<file path="src/rtl/sdr_upkeep_pkg.sv">
package sdr_upkeep_pkg;

  // {cs_n, ras_n, cas_n, we_n}
  typedef enum logic [3:0] {
    CMD_MRS = 4'b0000,
    CMD_REF = 4'b0001,
    CMD_PRE = 4'b0010,
    CMD_NOP = 4'b0111
  } sdr_cmd_e;

  typedef enum logic [2:0] {
    PH_PALL = 3'd0,
    PH_IREF = 3'd1,
    PH_MRS  = 3'd2,
    PH_RUN  = 3'd3,
    PH_SELF = 3'd4
  } seq_phase_e;

  localparam logic [2:0] BL_ONE  = 3'b000;
  localparam logic [2:0] BL_PAGE = 3'b111;
  localparam logic [2:0] CL_TWO  = 3'b010;

  // Mode register image: burst length, sequential order, CAS latency 2,
  // write style in bit 9.
  function automatic logic [15:0] mode_word(input logic full_page,
                                            input logic single_write);
    logic [15:0] w;
    w      = '0;
    w[2:0] = full_page ? BL_PAGE : BL_ONE;
    w[3]   = 1'b0;
    w[6:4] = CL_TWO;
    w[9]   = single_write;
    return w;
  endfunction

  function automatic int unsigned max2(input int unsigned a, input int unsigned b);
    return (a > b) ? a : b;
  endfunction

  // Cycles between the starts of two refreshes on an idle bus.
  function automatic int unsigned ref_spacing(input int unsigned ivl,
                                              input int unsigned gap);
    return max2(ivl + 2, gap + 1);
  endfunction

endpackage

</file>
<file path="src/rtl/sdr_gap_timer.sv">
module sdr_gap_timer #(
  parameter int GW = 3
) (
  input  logic          clk,
  input  logic          rst_n,
  input  logic          load,
  input  logic [GW-1:0] load_val,
  output logic          active
);

  logic [GW-1:0] cnt;

  always_ff @(posedge clk or negedge rst_n) begin
    if (!rst_n)
      cnt <= '0;
    else if (load)
      cnt <= load_val;
    else if (cnt != '0)
      cnt <= cnt - 1'b1;
  end

  assign active = (cnt != '0);

endmodule

</file>
<file path="src/rtl/sdr_refresh_timer.sv">
module sdr_refresh_timer #(
  parameter int IVW = 12
) (
  input  logic           clk,
  input  logic           rst_n,
  input  logic           run,
  input  logic           reload,
  input  logic [IVW-1:0] interval,
  output logic           owed,
  output logic           expired
);

  logic [IVW-1:0] cnt;

  assign expired = run && !reload && (cnt == '0);

  always_ff @(posedge clk or negedge rst_n) begin
    if (!rst_n) begin
      cnt  <= '0;
      owed <= 1'b0;
    end else if (reload) begin
      cnt  <= interval;
      owed <= 1'b0;
    end else if (run) begin
      if (cnt == '0)
        owed <= 1'b1;
      else
        cnt <= cnt - 1'b1;
    end
  end

endmodule

</file>
<file path="src/rtl/sdr_pin_stage.sv">
module sdr_pin_stage
  import sdr_upkeep_pkg::*;
#(
  parameter int AW = 13,
  parameter int BW = 2
) (
  input  logic          clk,
  input  logic          rst_n,
  input  sdr_cmd_e      cmd_nx,
  input  logic [AW-1:0] addr_nx,
  input  logic [BW-1:0] ba_nx,
  input  logic          cke_nx,
  output logic          cke,
  output logic          cs_n,
  output logic          ras_n,
  output logic          cas_n,
  output logic          we_n,
  output logic [AW-1:0] addr,
  output logic [BW-1:0] ba
);

  sdr_cmd_e cmd_q;

  always_ff @(posedge clk or negedge rst_n) begin
    if (!rst_n) begin
      cmd_q <= CMD_NOP;
      addr  <= '0;
      ba    <= '0;
      cke   <= 1'b1;
    end else begin
      cmd_q <= cmd_nx;
      addr  <= addr_nx;
      ba    <= ba_nx;
      cke   <= cke_nx;
    end
  end

  assign {cs_n, ras_n, cas_n, we_n} = cmd_q;

endmodule

</file>
<file path="src/rtl/sdram_upkeep.sv">
module sdram_upkeep
  import sdr_upkeep_pkg::*;
#(
  parameter int AW        = 13,
  parameter int BW        = 2,
  parameter int IVW       = 12,
  parameter int AP_BIT    = 10,
  parameter int T_RP      = 2,
  parameter int T_RFC     = 4,
  parameter int T_MRD     = 2,
  parameter int T_XSR     = 6,
  parameter int INIT_REFS = 8
) (
  input  logic           clk,
  input  logic           rst_n,
  input  logic [IVW-1:0] refresh_interval,
  input  logic           mode_full_page,
  input  logic           mode_single_write,
  input  logic           bus_busy,
  input  logic           sref_enter,
  input  logic           sref_exit,
  output logic           host_ready,
  output logic           refresh_owed,
  output logic           mem_cke,
  output logic           mem_cs_n,
  output logic           mem_ras_n,
  output logic           mem_cas_n,
  output logic           mem_we_n,
  output logic [AW-1:0]  mem_addr,
  output logic [BW-1:0]  mem_ba
);

  localparam int GMAX = int'(max2(max2(T_RP, T_RFC), max2(T_MRD, T_XSR)));
  localparam int GW   = $clog2(GMAX + 1);
  localparam int RW   = $clog2(INIT_REFS + 1);

  seq_phase_e    phase;
  logic [RW-1:0] refs_left;

  logic          gap_active;
  logic          gap_load;
  logic [GW-1:0] gap_val;

  sdr_cmd_e      cmd_nx;
  logic [AW-1:0] addr_nx;
  logic [BW-1:0] ba_nx;
  logic          cke_nx;
  logic [AW-1:0] mode_addr;

  // Named events for the checker
  logic run_idle, pre_fire, iref_fire, mrs_fire;
  logic ref_fire, self_fire, wake_fire, timer_reload, seq_done, ivl_expired;

  assign run_idle  = (phase == PH_RUN) && !gap_active && !bus_busy;
  assign pre_fire  = (phase == PH_PALL) && !gap_active;
  assign iref_fire = (phase == PH_IREF) && !gap_active;
  assign mrs_fire  = (phase == PH_MRS) && !gap_active;
  assign self_fire = run_idle && sref_enter;
  assign ref_fire  = run_idle && !sref_enter && refresh_owed;
  assign wake_fire = (phase == PH_SELF) && sref_exit;
  assign seq_done  = (phase == PH_RUN) || (phase == PH_SELF);

  assign timer_reload = ref_fire || mrs_fire || self_fire || wake_fire;
  assign mode_addr    = AW'(mode_word(mode_full_page, mode_single_write));

  sdr_refresh_timer #(.IVW(IVW)) u_ivl (
    .clk      (clk),
    .rst_n    (rst_n),
    .run      (phase == PH_RUN),
    .reload   (timer_reload),
    .interval (refresh_interval),
    .owed     (refresh_owed),
    .expired  (ivl_expired)
  );

  sdr_gap_timer #(.GW(GW)) u_gap (
    .clk      (clk),
    .rst_n    (rst_n),
    .load     (gap_load),
    .load_val (gap_val),
    .active   (gap_active)
  );

  always_comb begin
    cmd_nx   = CMD_NOP;
    addr_nx  = '0;
    ba_nx    = '0;
    cke_nx   = mem_cke;
    gap_load = 1'b0;
    gap_val  = '0;
    if (pre_fire) begin
      cmd_nx          = CMD_PRE;
      addr_nx[AP_BIT] = 1'b1;
      gap_load        = 1'b1;
      gap_val         = GW'(T_RP);
    end else if (iref_fire || ref_fire) begin
      cmd_nx   = CMD_REF;
      gap_load = 1'b1;
      gap_val  = GW'(T_RFC);
    end else if (mrs_fire) begin
      cmd_nx   = CMD_MRS;
      addr_nx  = mode_addr;
      gap_load = 1'b1;
      gap_val  = GW'(T_MRD);
    end else if (self_fire) begin
      cmd_nx = CMD_REF;
      cke_nx = 1'b0;
    end else if (wake_fire) begin
      cke_nx   = 1'b1;
      gap_load = 1'b1;
      gap_val  = GW'(T_XSR);
    end
  end

  always_ff @(posedge clk or negedge rst_n) begin
    if (!rst_n) begin
      phase     <= PH_PALL;
      refs_left <= '0;
    end else begin
      case (phase)
        PH_PALL:
          if (pre_fire) begin
            phase     <= PH_IREF;
            refs_left <= RW'(INIT_REFS);
          end
        PH_IREF:
          if (iref_fire) begin
            refs_left <= refs_left - 1'b1;
            if (refs_left == RW'(1))
              phase <= PH_MRS;
          end
        PH_MRS:  if (mrs_fire)  phase <= PH_RUN;
        PH_RUN:  if (self_fire) phase <= PH_SELF;
        PH_SELF: if (wake_fire) phase <= PH_RUN;
        default: phase <= PH_PALL;
      endcase
    end
  end

  assign host_ready = (phase == PH_RUN) && !gap_active && !refresh_owed;

  sdr_pin_stage #(.AW(AW), .BW(BW)) u_pins (
    .clk     (clk),
    .rst_n   (rst_n),
    .cmd_nx  (cmd_nx),
    .addr_nx (addr_nx),
    .ba_nx   (ba_nx),
    .cke_nx  (cke_nx),
    .cke     (mem_cke),
    .cs_n    (mem_cs_n),
    .ras_n   (mem_ras_n),
    .cas_n   (mem_cas_n),
    .we_n    (mem_we_n),
    .addr    (mem_addr),
    .ba      (mem_ba)
  );

endmodule

</file>
<file path="config.mk">
export PLATFORM = sky130hd
export DESIGN_NAME = sdram_upkeep
export DESIGN_NICKNAME = d
export VERILOG_FILES = /design/src/rtl/sdr_upkeep_pkg.sv /design/src/rtl/sdr_gap_timer.sv /design/src/rtl/sdr_refresh_timer.sv /design/src/rtl/sdr_pin_stage.sv /design/src/rtl/sdram_upkeep.sv
export SDC_FILE = /design/constraint.sdc
export NUM_CORES = 1
export LEC_CHECK = 0
export CORE_MARGIN = 2
export CORE_UTILIZATION = 45
export CTS_CLUSTER_DIAMETER = 50
export DETAILED_ROUTE_END_ITERATION = 10
export MAX_ROUTING_LAYER = met4
export PLACE_DENSITY = 0.73
export SYNTH_ARGS = -nofsm -noshare
export SYNTH_HDL_FRONTEND = slang
export SYNTH_SLANG_ARGS = --single-unit
</file>
<file path="constraint.sdc">
create_clock -name clk -period 6.2 [get_ports clk]
set_input_delay 0.93 -clock clk [delete_from_list [all_inputs] [get_ports clk]]
set_output_delay 0.93 -clock clk [all_outputs]
set_load 0.05 [all_outputs]
</file>
==> flow_metrics.py <==
metrics = {
    "cts": {
        "cts.clk_slew.worst_paths_ns": 0.07,
        "clk_latency_ns": 0.29,
        "cts_resized": 0,
        "clock-sinks": 31,
        "cts_buffer_depth": 2,
        "cts_tree": "built",
        "htree_levels": 2,
        "post_cts_buffers": 0,
        "postCtsHoldBufs": 0,
        "cts_root_buf": "clkbuf_8",
        "numCtsBuffers": 5,
    },
    "sta": {
        "drv_slew": 0,
        "fin_crit_sh": 0.5158,
        "finClkSkew_ns": 0.007148,
        "final_hold_viol_count": 0,
        "slew_headroom": 0.5447,
        "fmax_ghz": 0.3127,
        "setup_tns_ns": 0,
        "rsz0062_at_grt": "false",
        "worst_pin_slew_ns": 0.6734,
        "setup_viol": 0,
        "finalCriticalPeriod_ns": 3.198,
    },
    "job": {
        "cap_violations": 0,
    },
    "layout": {
        "seq_area_um2": 780.7,
        "fillers": 363,
        "nNetsFinal": 245,
        "multi_input_area_um2": 927.1,
        "antenna-diode-count": 0,
        "layout-drive-gt1-share": 0.1403,
        "syn2layout_area_growth_pct": 21.26,
    },
    "global_routing": {
        "grt_usage": 0.1880,
        "first_global_vias": 1329,
        "antenna_found_initial": 0,
        "grt-ovfl-total": 0,
        "grt_pass1_wl_mm": 6.230,
        "grt_max_degree": 32,
    },
    "logic_synthesis": {
        "synth_edf_count": 0,
        "synth_cell_type_count": 50,
        "syn_area_mm2": 0.001831,
        "yosys_warnings": 0,
        "synth_area_per_cell_um2": 9.534,
        "ys.flop_type": "dfrtp_1",
        "ys_async_sr_fraction": 1.000,
        "synth-seq-cells": 31,
        "synth_cells": 192,
        "seq_area_frac_synth": 0.4265,
    },
    "detailed_routing": {
        "ant_nets": 0,
        "wl_per_cell_um": 13.67,
        "drt_iter0_markers": 88,
        "drt_pre_antenna_iters": 4,
        "viasPerCell": 5.435,
        "vias": 1473,
        "drc": 0,
        "wl_mm": 3.705,
    },
    "critical_path": {
        "cp.required_ns": 5.27,
        "start_kind": "flip-flop",
        "crit_fanout": 15,
        "cp-end-kind": "output port",
        "ff2ff_path_depth": 6,
        "worstPathArrival_ns": 2.27,
        "worstSetupPathType": "flip-flop to output port",
    },
    "die": {
        "initial_utilization": 0.4609,
        "io_pins": 41,
        "die_w_um": 67.78,
        "die_area_mm2": 0.004594,
        "num_rows": 23,
        "die_h_um": 67.78,
        "core_mm2": 0.003971,
    },
    "power_and_ir_drop": {
        "powerDensity_mw_per_mm2": 205.6,
        "static-leakage-power_nw": 0.9592,
        "p_total_w": 0.0004563,
        "vdd_drop_max_uv": 116.6,
    },
    "run_status": {
        "status": "finished, final reports clean",
    },
    "worst_hold_path": {
        "min_path_cells": 2,
        "worstHoldPathType": "flip-flop to flip-flop",
    },
    "placed_design": {
        "io_buffer_count": 30,
        "place.gp.congestion": 0.8811,
        "hpwl_mm": 2.611,
    },
}
==> stage by stage <==
step | util | worst slack, ns | hold slack (ns) | std cells | instance area (um2)
floorplan | - | 3.425 | 0.4697 | 201 | 1864
global placement | 0.5337 | 3.280 | 0.4804 | 263 | 2120
detailed placement | 0.5337 | 3.240 | 0.4710 | 263 | 2120
CTS | 0.5589 | 3.001 | 0.4955 | 271 | 2220
global route | 0.5589 | 2.872 | 0.5319 | 271 | 2220
finish | 0.5589 | 3.002 | 0.4926 | 271 | 2220
==> critical path, stage by stage (launching register included) <==
cell	delay, ns
dfrtp_1	0.61
nand3b_1	0.32
nor3_1	0.21
clkdlybuf4s50_1	0.84
==> worst paths after layout <==
kind	from	endpoint	slack, ns
hold reg to reg	u_pins.cke	u_pins.cke	0.49
setup / recovery	phase[0]	host_ready	3.00
setup reg to reg	u_gap.cnt[0]	u_ivl.cnt[9]	3.75
max in group asynchronous	rst_n	u_pins.cmd_q[2]	4.84
min in group asynchronous	rst_n	u_gap.cnt[2]	1.03
hold / removal	u_pins.cke	u_pins.cke	0.49
==> Yosys cell counts, types with 2 or more instances <==
cell type	number	area (um2)
a211o_1	2	17.52
a21oi_1	22	110.1
a31oi_1	5	31.28
and2_1	3	18.77
and3_1	2	12.51
buf_2	2	10.01
buf_4	12	90.09
clkbuf_1	5	18.77
dfrtp_1	27	675.7
dfstp_2	4	105.1
ha_1	6	75.07
inv_1	9	33.78
mux2_2	3	33.78
mux2_4	2	30.03
mux2i_1	4	40.04
nand2_1	8	30.03
nand2b_1	4	25.02
nand3_1	3	15.01
nand3b_1	2	15.01
nor2_1	9	33.78
nor2b_1	2	12.51
nor3_1	5	25.02
nor4_1	4	25.02
nor4b_1	2	17.52
o21ai_0	7	35.03
o31ai_1	5	37.54
or2_2	6	37.54
or3_1	2	12.51
or4_1	2	15.01
xnor2_1	3	26.28
==> layer usage <==
layer	GRT usage	share of wire
met5	-	0
met4	0.07500	0.016
met3	0.04833	0.055
met2	0.2684	0.44
met1	0.2545	0.49
==> placed cells by master, fill, tap and decap left out, types with 2 or more instances in the layout <==
cell	instances
mux2i_1	4
o21ai_0	7
nor3_1	5
nand3_1	3
a211o_1	2
or3_1	2
a21oi_1	22
nor2_1	9
nand3b_1	2
nand2b_1	4
o31ai_1	5
inv_1	9
buf_4	2
mux2_4	2
and3_1	2
nor4_1	4
or4_1	2
nand2_1	8
mux2_2	3
conb_1	10
clkdlybuf4s50_1	30
xnor2_1	3
nor2b_1	2
dfstp_2	4
and2_1	3
nor4b_1	2
clkbuf_8	7
dfrtp_1	27
or2_2	6
a31oi_1	5
ha_1	6
==> cell families after synthesis <==
family,share of synthesized area
multiplexers,0.05673
AO/OA/AOI/OAI,0.1702
buffers and inverters,0.08544
other,0.002049
adder cells (fa/ha/maj),0.04101
flip-flops,0.4265
XOR/XNOR,0.01914
AND/OR/NAND/NOR,0.1989
==> layout make-up <==
type / count / share of cell area
inverters: 9 / 0.01522
flip-flops and latches: 31 / 0.3517
clock buffers: 8 / 0.04510
repair buffers: 32 / 0.1421
multi-input cells: 141 / 0.4177
well taps: 50 / 0.02818
==> report_power, final <==
| group | switching (W) | internal [W] | total, W |
|---|---|---|---|
| Sequential | 0.00000648 | 0.000209 | 0.000216 |
| Clock | 0.0000742 | 0.000101 | 0.000175 |
| Combinational | 0.0000363 | 0.0000287 | 0.0000650 |
==> flip-flops by register name, summed over array words and instances (netlist names) <==
signal and flops:
u_ivl.owed 1, u_gap.cnt 3, phase 3, refs_left 4
u_pins.cke 1, u_pins.addr 4, u_ivl.cnt 12, u_pins.cmd_q 3
(Power assumes the default switching activity.)
